===== src/rtl/atomic_pkg.sv =====
package atomic_pkg;
    localparam int WORD_W = 128;

    typedef enum logic [1:0] {
        OP_FADD = 2'b00,
        OP_SWAP = 2'b01,
        OP_CAS  = 2'b10,
        OP_RSVD = 2'b11
    } op_e;

    typedef enum logic [1:0] {
        SZ_32   = 2'b00,
        SZ_64   = 2'b01,
        SZ_128  = 2'b10,
        SZ_RSVD = 2'b11
    } size_e;

    typedef enum logic [1:0] {
        ST_OK    = 2'b00,
        ST_UNSUP = 2'b01,
        ST_MALF  = 2'b10
    } status_e;

    typedef enum logic [1:0] {
        S_IDLE    = 2'b00,
        S_READ    = 2'b01,
        S_MODIFY  = 2'b10,
        S_RESPOND = 2'b11
    } fsm_e;
endpackage


===== src/rtl/atomic_decode.sv =====
// Request checker: the unsupported-combination test first, then alignment.
module atomic_decode
    import atomic_pkg::*;
(
    input  op_e        op,
    input  size_e      size,
    input  logic [3:0] byte_off,
    output status_e    status
);
    logic [3:0] align_mask;
    logic       unsupported;

    always_comb begin
        unique case (size)
            SZ_32:   align_mask = 4'h3;
            SZ_64:   align_mask = 4'h7;
            default: align_mask = 4'hF;
        endcase
        unsupported = (op == OP_RSVD) || (size == SZ_RSVD) ||
                      ((size == SZ_128) && (op != OP_CAS));
        if (unsupported)
            status = ST_UNSUP;
        else if ((byte_off & align_mask) != 4'h0)
            status = ST_MALF;
        else
            status = ST_OK;
    end
endmodule


===== src/rtl/atomic_alu.sv =====
// Lane extraction, operation and merge of the new lane back into the word.
module atomic_alu
    import atomic_pkg::*;
(
    input  logic [WORD_W-1:0] word,
    input  logic [3:0]        byte_off,
    input  op_e               op,
    input  size_e             size,
    input  logic [WORD_W-1:0] opa,
    input  logic [WORD_W-1:0] opb,
    output logic [WORD_W-1:0] old_val,
    output logic [WORD_W-1:0] new_word,
    output logic              wr
);
    logic [WORD_W-1:0] mask, lane_mask, cur, nxt, a_m, b_m;
    logic [6:0]        sh;

    always_comb begin
        unique case (size)
            SZ_32:   mask = {{(WORD_W-32){1'b0}}, {32{1'b1}}};
            SZ_64:   mask = {{(WORD_W-64){1'b0}}, {64{1'b1}}};
            default: mask = {WORD_W{1'b1}};
        endcase
        sh  = {byte_off, 3'b000};
        cur = (word >> sh) & mask;
        a_m = opa & mask;
        b_m = opb & mask;
        wr  = 1'b1;
        nxt = cur;
        unique case (op)
            OP_FADD: nxt = (cur + a_m) & mask;
            OP_SWAP: nxt = a_m;
            OP_CAS: begin
                if (cur == a_m) nxt = b_m;
                else            wr  = 1'b0;
            end
            default: wr = 1'b0;
        endcase
        lane_mask = mask << sh;
        new_word  = (word & ~lane_mask) | (nxt << sh);
        old_val   = cur;
    end
endmodule


===== src/rtl/atomic_mem.sv =====
// Single-port synchronous RAM: one read or one write per cycle.
module atomic_mem #(
    parameter int DEPTH  = 16,
    parameter int WIDTH  = 128,
    localparam int IDX_W = $clog2(DEPTH)
) (
    input  logic             clk,
    input  logic             en,
    input  logic             we,
    input  logic [IDX_W-1:0] idx,
    input  logic [WIDTH-1:0] wdata,
    output logic [WIDTH-1:0] rdata
);
    logic [WIDTH-1:0] store [DEPTH];

    always_ff @(posedge clk) begin
        if (en) begin
            if (we) store[idx] <= wdata;
            else    rdata      <= store[idx];
        end
    end
endmodule


===== src/rtl/atomic_completer.sv =====
module atomic_completer
    import atomic_pkg::*;
#(
    parameter int ADDR_W = 8,
    localparam int IDX_W = ADDR_W - 4,
    localparam int WORDS = 1 << IDX_W
) (
    input  logic              clk,
    input  logic              rst_n,
    input  logic              req_valid,
    output logic              req_ready,
    input  logic [1:0]        req_op,
    input  logic [1:0]        req_size,
    input  logic [ADDR_W-1:0] req_addr,
    input  logic [WORD_W-1:0] req_opa,
    input  logic [WORD_W-1:0] req_opb,
    output logic              cpl_valid,
    output logic [1:0]        cpl_status,
    output logic [WORD_W-1:0] cpl_data
);
    fsm_e              state, state_nxt;
    status_e           dec_status, status_q;
    op_e               op_q;
    size_e             size_q;
    logic [ADDR_W-1:0] addr_q;
    logic [WORD_W-1:0] opa_q, opb_q, result_q;
    logic [WORD_W-1:0] rdata, new_word, old_val;
    logic              alu_wr, mem_en, mem_we, accept;

    atomic_decode u_decode (
        .op       (op_e'(req_op)),
        .size     (size_e'(req_size)),
        .byte_off (req_addr[3:0]),
        .status   (dec_status)
    );

    atomic_alu u_alu (
        .word     (rdata),
        .byte_off (addr_q[3:0]),
        .op       (op_q),
        .size     (size_q),
        .opa      (opa_q),
        .opb      (opb_q),
        .old_val  (old_val),
        .new_word (new_word),
        .wr       (alu_wr)
    );

    atomic_mem #(.DEPTH(WORDS), .WIDTH(WORD_W)) u_mem (
        .clk   (clk),
        .en    (mem_en),
        .we    (mem_we),
        .idx   (addr_q[ADDR_W-1:4]),
        .wdata (new_word),
        .rdata (rdata)
    );

    // State register
    always_ff @(posedge clk) begin
        if (!rst_n) state <= S_IDLE;
        else        state <= state_nxt;
    end

    // Transitions: issue, reject, fetch, commit, retire
    always_comb begin
        state_nxt = state;
        unique case (state)
            S_IDLE:    if (req_valid) state_nxt = (dec_status == ST_OK) ? S_READ : S_RESPOND;
            S_READ:    state_nxt = S_MODIFY;
            S_MODIFY:  state_nxt = S_RESPOND;
            S_RESPOND: state_nxt = S_IDLE;
        endcase
    end

    // Outputs and memory strobes
    always_comb begin
        req_ready  = (state == S_IDLE);
        accept     = req_ready && req_valid;
        cpl_valid  = (state == S_RESPOND);
        cpl_status = status_q;
        cpl_data   = result_q;
        mem_we     = (state == S_MODIFY) && alu_wr;
        mem_en     = (state == S_READ) || mem_we;
    end

    // Request capture and result register
    always_ff @(posedge clk) begin
        if (!rst_n) begin
            status_q <= ST_OK;
            result_q <= '0;
            op_q     <= OP_FADD;
            size_q   <= SZ_32;
            addr_q   <= '0;
            opa_q    <= '0;
            opb_q    <= '0;
        end else if (accept) begin
            status_q <= dec_status;
            result_q <= '0;
            op_q     <= op_e'(req_op);
            size_q   <= size_e'(req_size);
            addr_q   <= req_addr;
            opa_q    <= req_opa;
            opb_q    <= req_opb;
        end else if (state == S_MODIFY) begin
            result_q <= old_val;
        end
    end
endmodule


===== config.mk =====
export PLATFORM = sky130hd
export DESIGN_NAME = atomic_completer
export DESIGN_NICKNAME = d
export VERILOG_FILES = /design/src/rtl/atomic_pkg.sv /design/src/rtl/atomic_decode.sv /design/src/rtl/atomic_alu.sv /design/src/rtl/atomic_mem.sv /design/src/rtl/atomic_completer.sv
export SDC_FILE = /design/constraint.sdc
export NUM_CORES = 2
export LEC_CHECK = 0
export CAP_MARGIN = 20
export CORE_MARGIN = 2
export CORE_UTILIZATION = 25
export DETAILED_ROUTE_END_ITERATION = 10
export DONT_BUFFER_PORTS = 1
export PLACE_DENSITY_LB_ADDON = 0.12
export SLEW_MARGIN = 30
export SYNTH_ARGS = -nofsm -noshare
export SYNTH_HDL_FRONTEND = slang
export SYNTH_SLANG_ARGS = --single-unit

===== constraint.sdc =====
create_clock -name clk -period 18.5 [get_ports clk]
set_input_delay 1.85 -clock clk [delete_from_list [all_inputs] [get_ports clk]]
set_output_delay 1.85 -clock clk [all_outputs]
set_load 0.01 [all_outputs]

==> flow_summary.rst <==
.. list-table::
   :header-rows: 1

   * - Metric
     - Value
   * - Main flop type after synthesis
     - sky130_fd_sc_hd__edfxtp_1
   * - Slew Limit Headroom
     - 18.84%
   * - Antenna violations before repair
     - 62
   * - Horizontal extent of the die
     - 703.8 microns
   * - Layout cells sized above 1
     - 20.21%
   * - Die area
     - 495300 sq um
   * - Commonest cells in the netlist
     - sky130_fd_sc_hd__edfxtp_1 (2176), sky130_fd_sc_hd__nand2_1 (1147), sky130_fd_sc_hd__mux4_2 (681), sky130_fd_sc_hd__nor2_1 (554), sky130_fd_sc_hd__clkbuf_1 (495)
   * - Clock sinks
     - 2576
   * - Internal Power
     - 13.75 mW
   * - Std-Cell Rows
     - 256
   * - Family of cells with the greatest summed delay on the critical path
     - compound AO/OA/AOI/OAI gates
   * - Initial DRC Count
     - 10096
   * - Clock buffer depth
     - 4
   * - Worst Path Class, Setup
     - flip-flop to flip-flop
   * - Worst min-delay path category
     - flip-flop to flip-flop
   * - Yosys reg bits
     - 2576
   * - Startpoint kind of the worst setup timing path
     - flip-flop
   * - Top-count cell post-synth
     - sky130_fd_sc_hd__edfxtp_1
   * - TritonCTS clock tree
     - done
   * - Relative contribution of the clock network to total power
     - 25.5%
   * - Share of power burned in combinational logic
     - 37.9%
   * - Signal arrival time at the worst endpoint
     - 12.65 ns
   * - Final number of setup-violating endpoints
     - 0
   * - Leakage power total
     - 45.05 nW
   * - Average cell area after synthesis
     - 13.53 sq um
   * - Fin. max-slew vios
     - 0
   * - Setup TNS
     - 0 ns
   * - Worst hold slack
     - 0.4760 ns
   * - Synth-to-layout area growth
     - 16.52%
   * - Top-area cell type share of the netlist area
     - 53.38%
   * - Count of nets after finishing
     - 9475
   * - Highest fanout seen on the critical path
     - 110
   * - Buffers inserted by post-CTS timing repair
     - 0
   * - Post-detailed-route wirelength per cell
     - 41.67 microns
   * - HPWL after detailed placement
     - 475.7 mm
   * - Most Frequent Cell on Critical Path
     - sky130_fd_sc_hd__buf_4
   * - Starting utilization of the core area
     - 25.14%
   * - Minimum clock period after layout
     - 12.03 ns
   * - Clock skew after layout
     - 0.06681 ns
   * - Reg clk slew, reported paths
     - 0.07 ns
   * - Count of yosys warnings during synthesis
     - 0
   * - Fraction of registers with async set or reset after synthesis
     - 0%
   * - Outcome
     - finished, final reports clean
   * - Chip Height
     - 703.8 microns
   * - DRT Pass-1 Iters
     - 6
   * - Post-Syn Nets
     - 9422
   * - Number of flops mapped to enable cells by yosys
     - 2176
   * - Power share of the sequential group
     - 36.6%
   * - WP buf/inv
     - 5
   * - Maximum single-stage delay on the critical path
     - 0.89 ns
   * - Actual slew at the worst max-slew pin
     - 1.205 ns
   * - Clock buffer count from CTS
     - 303
   * - Max Clock Freq
     - 0.08310 GHz
   * - Via count of the first global-routing pass
     - 86415
   * - Chain of cells forming the critical path
     - buf_12 -> buf_4 -> nor2_1 -> nor2_1 -> mux2i_1 -> o22a_1 -> nor2_1 -> buf_4 -> ha_1 -> nor4_1 -> nand4_1 -> or3_1 -> a2111oi_2 -> nand4b_1 -> or4_1 -> buf_4 -> nor3_4 -> buf_4 -> o21ai_0 -> a221oi_2 -> mux2i_1 -> o22ai_1 -> a22o_1
   * - Post-synthesis sequential area ratio
     - 59.92%
   * - Number of distinct standard cells referenced by the synthesized netlist
     - 108
   * - Combined area of all synthesized cells
     - 122400 sq um
   * - Pin count of the biggest net entering global routing
     - 274
   * - Routed via count
     - 88204
   * - Filler instances
     - 49260
   * - Total instance count after detailed placement
     - 15239
   * - Placer Congestion
     - 1.036
   * - Number of routed nets with antenna violations
     - 0
   * - Switching power of the nets
     - 10.07 mW
   * - Cell type of the slowest stage on the worst timing path
     - sky130_fd_sc_hd__a221oi_2
   * - Max H-tree Level
     - 5
   * - Reported max-cap violation count
     - 0
   * - Wire length of the first global-routing pass
     - 859.3 mm
   * - Power density over the cells
     - 167.0 nW/um^2
   * - Hold Violations, Final
     - 0
   * - Number of input and output port buffers inserted
     - 0
   * - Total congestion overflow after global routing
     - 0
   * - Design Power
     - 23.82 mW
   * - Vias/cell
     - 5.574
   * - Total Routing Usage GR
     - 25.90%
   * - Synthesized instance count
     - 9048
   * - Leading cell types by total area after synthesis
     - sky130_fd_sc_hd__edfxtp_1 (53%), sky130_fd_sc_hd__mux4_2 (13%), sky130_fd_sc_hd__dfxtp_1 (6.5%), sky130_fd_sc_hd__nand2_1 (3.5%), sky130_fd_sc_hd__mux2i_1 (2.8%)
   * - Crit path capture type
     - flip-flop
   * - Final worst path period share
     - 65.04%
   * - Boundary Pins
     - 403
   * - RSZ-0062 raised after global routing
     - false
   * - DRC
     - 0
   * - Peak supply drop
     - 0.0001471 V
   * - CTS root buffer
     - sky130_fd_sc_hd__clkbuf_16
   * - Critical Path RT
     - 19.12 ns
   * - Clock network latency to the later pin of the worst-skew pair
     - 0.99 ns
   * - Post-CTS sizing
     - 0
   * - Number of buffers inserted by hold repair at cts
     - 0
   * - Core box area
     - 486900 sq um
   * - Number of standard cells in the final layout excluding fillers
     - 15824
   * - Final wirelength
     - 659.4 mm
   * - Switching share of power
     - 42.27%
   * - Biggest area consumer among synthesized cells
     - sky130_fd_sc_hd__edfxtp_1
## cell usage in the layout (no fill, tap or decap), types with 34 or more instances in the layout
cell type	n
sky130_fd_sc_hd__edfxtp_1	2176
sky130_fd_sc_hd__nand2_1	1139
sky130_fd_sc_hd__mux4_2	681
sky130_fd_sc_hd__nor2_1	523
sky130_fd_sc_hd__a21oi_1	427
sky130_fd_sc_hd__dfxtp_1	389
sky130_fd_sc_hd__buf_4	372
sky130_fd_sc_hd__mux2i_1	330
sky130_fd_sc_hd__clkbuf_16	310
sky130_fd_sc_hd__a21boi_0	283
sky130_fd_sc_hd__o21ai_0	248
sky130_fd_sc_hd__nand3_1	125
sky130_fd_sc_hd__and2_1	110
sky130_fd_sc_hd__nor3_1	107
sky130_fd_sc_hd__ha_1	100
sky130_fd_sc_hd__nand4_1	85
sky130_fd_sc_hd__mux2_2	80
sky130_fd_sc_hd__a22oi_1	78
sky130_fd_sc_hd__inv_1	75
sky130_fd_sc_hd__a211oi_1	74
sky130_fd_sc_hd__a31oi_1	72
sky130_fd_sc_hd__o22ai_1	67
sky130_fd_sc_hd__a21o_1	63
sky130_fd_sc_hd__clkbuf_1	63
sky130_fd_sc_hd__clkinv_1	55
sky130_fd_sc_hd__o211ai_1	50
sky130_fd_sc_hd__nor4_1	50
sky130_fd_sc_hd__xnor2_1	48
sky130_fd_sc_hd__nand2b_1	47
sky130_fd_sc_hd__o21a_1	44
sky130_fd_sc_hd__and3_1	44
sky130_fd_sc_hd__clkinv_2	43
sky130_fd_sc_hd__a221oi_1	41
sky130_fd_sc_hd__or3_1	39
sky130_fd_sc_hd__a22o_1	34
## per-layer routing
layer,GRT usage (%),share of wire (%)
met5,0,0.013
met4,14.93,6.7
met3,4.382,6.3
met2,40.71,45
met1,33.73,42
## power by group through the flow
| stage | registers [mW] | logic, mW | clock network, mW |
|---|---|---|---|
| after floorplan | 8.27 | 4.24 | 0 |
| after global placement | 8.82 | 8.63 | 0 |
| after detailed placement | 8.81 | 8.76 | 0 |
| after CTS | 8.69 | 8.78 | 6.23 |
| after global routing | 8.71 | 9.23 | 6.44 |
| final | 8.72 | 9.03 | 6.06 |
## cell families after synthesis
kind of cell	synth area share [%]
DFF	59.92
and+or+nand+nor	9.090
AOI/OAI and AO/OA	10.82
muxes	16.05
buffers and inverters	2.405
adders and majority gates	1.132
xor gates and xnor gates	0.5867
## path summary, 6_finish.rpt
check / start / to / slack [ns] / cells after the start
setup / recovery: addr_q[0] / u_mem.store[2][37] / 6.47 / 23
hold / removal: opb_q[31] / opb_q[31] / 0.48 / 2
setup reg to reg: addr_q[0] / u_mem.store[2][37] / 6.47 / 23
hold reg to reg: opb_q[31] / opb_q[31] / 0.48 / 2
## sequential cells by signal, indices dropped and copies added (netlist names)
register	flops
u_mem.rdata	128
cpl_status	2
cpl_data	128
op_q	2
opa_q	128
u_mem.store	2048
state	2
addr_q	8
opb_q	128
size_q	2
## worst register-to-register path, stage by stage (launching register included)
cell                        delay [ns]
sky130_fd_sc_hd__dfxtp_4          0.73
sky130_fd_sc_hd__buf_12           0.55
sky130_fd_sc_hd__buf_4            0.75
sky130_fd_sc_hd__nor2_1           0.13
sky130_fd_sc_hd__nor2_1           0.44
sky130_fd_sc_hd__mux2i_1          0.15
sky130_fd_sc_hd__o22a_1           0.26
sky130_fd_sc_hd__nor2_1           0.21
sky130_fd_sc_hd__buf_4            0.22
sky130_fd_sc_hd__ha_1             0.52
sky130_fd_sc_hd__nor4_1           0.75
sky130_fd_sc_hd__nand4_1          0.31
sky130_fd_sc_hd__or3_1            0.54
sky130_fd_sc_hd__a2111oi_2        0.52
sky130_fd_sc_hd__nand4b_1         0.21
sky130_fd_sc_hd__or4_1            0.56
sky130_fd_sc_hd__buf_4            0.23
sky130_fd_sc_hd__nor3_4           0.35
sky130_fd_sc_hd__buf_4            0.67
sky130_fd_sc_hd__o21ai_0          0.40
sky130_fd_sc_hd__a221oi_2         0.89
sky130_fd_sc_hd__mux2i_1          0.58
sky130_fd_sc_hd__o22ai_1          0.87
sky130_fd_sc_hd__a22o_1           0.84
## per-stage QoR
stage	util, %	area, sq um	worst slack, ns
finish	29.30	142600	6.467
global route	29.29	142600	6.732
CTS	29.23	142300	7.001
detailed placement	27.19	132400	7.030
global placement	27.08	131800	5.969
floorplan	-	122400	2.239
## area by class of cell
class / instances / area (sq um) / share of cell area, %
Sequential cell: 2576 / 73390 / 51.45
Multi-Input combinational cell: 5719 / 47180 / 33.08
Clock buffer: 384 / 8115 / 5.690
Tap cell: 6450 / 8070 / 5.658
Timing Repair Buffer: 417 / 3665 / 2.569
Clock inverter: 165 / 1821 / 1.276
Inverter: 84 / 320.3 / 0.2246
Antenna cell: 29 / 72.57 / 0.05088
(Power assumes the default switching activity.)
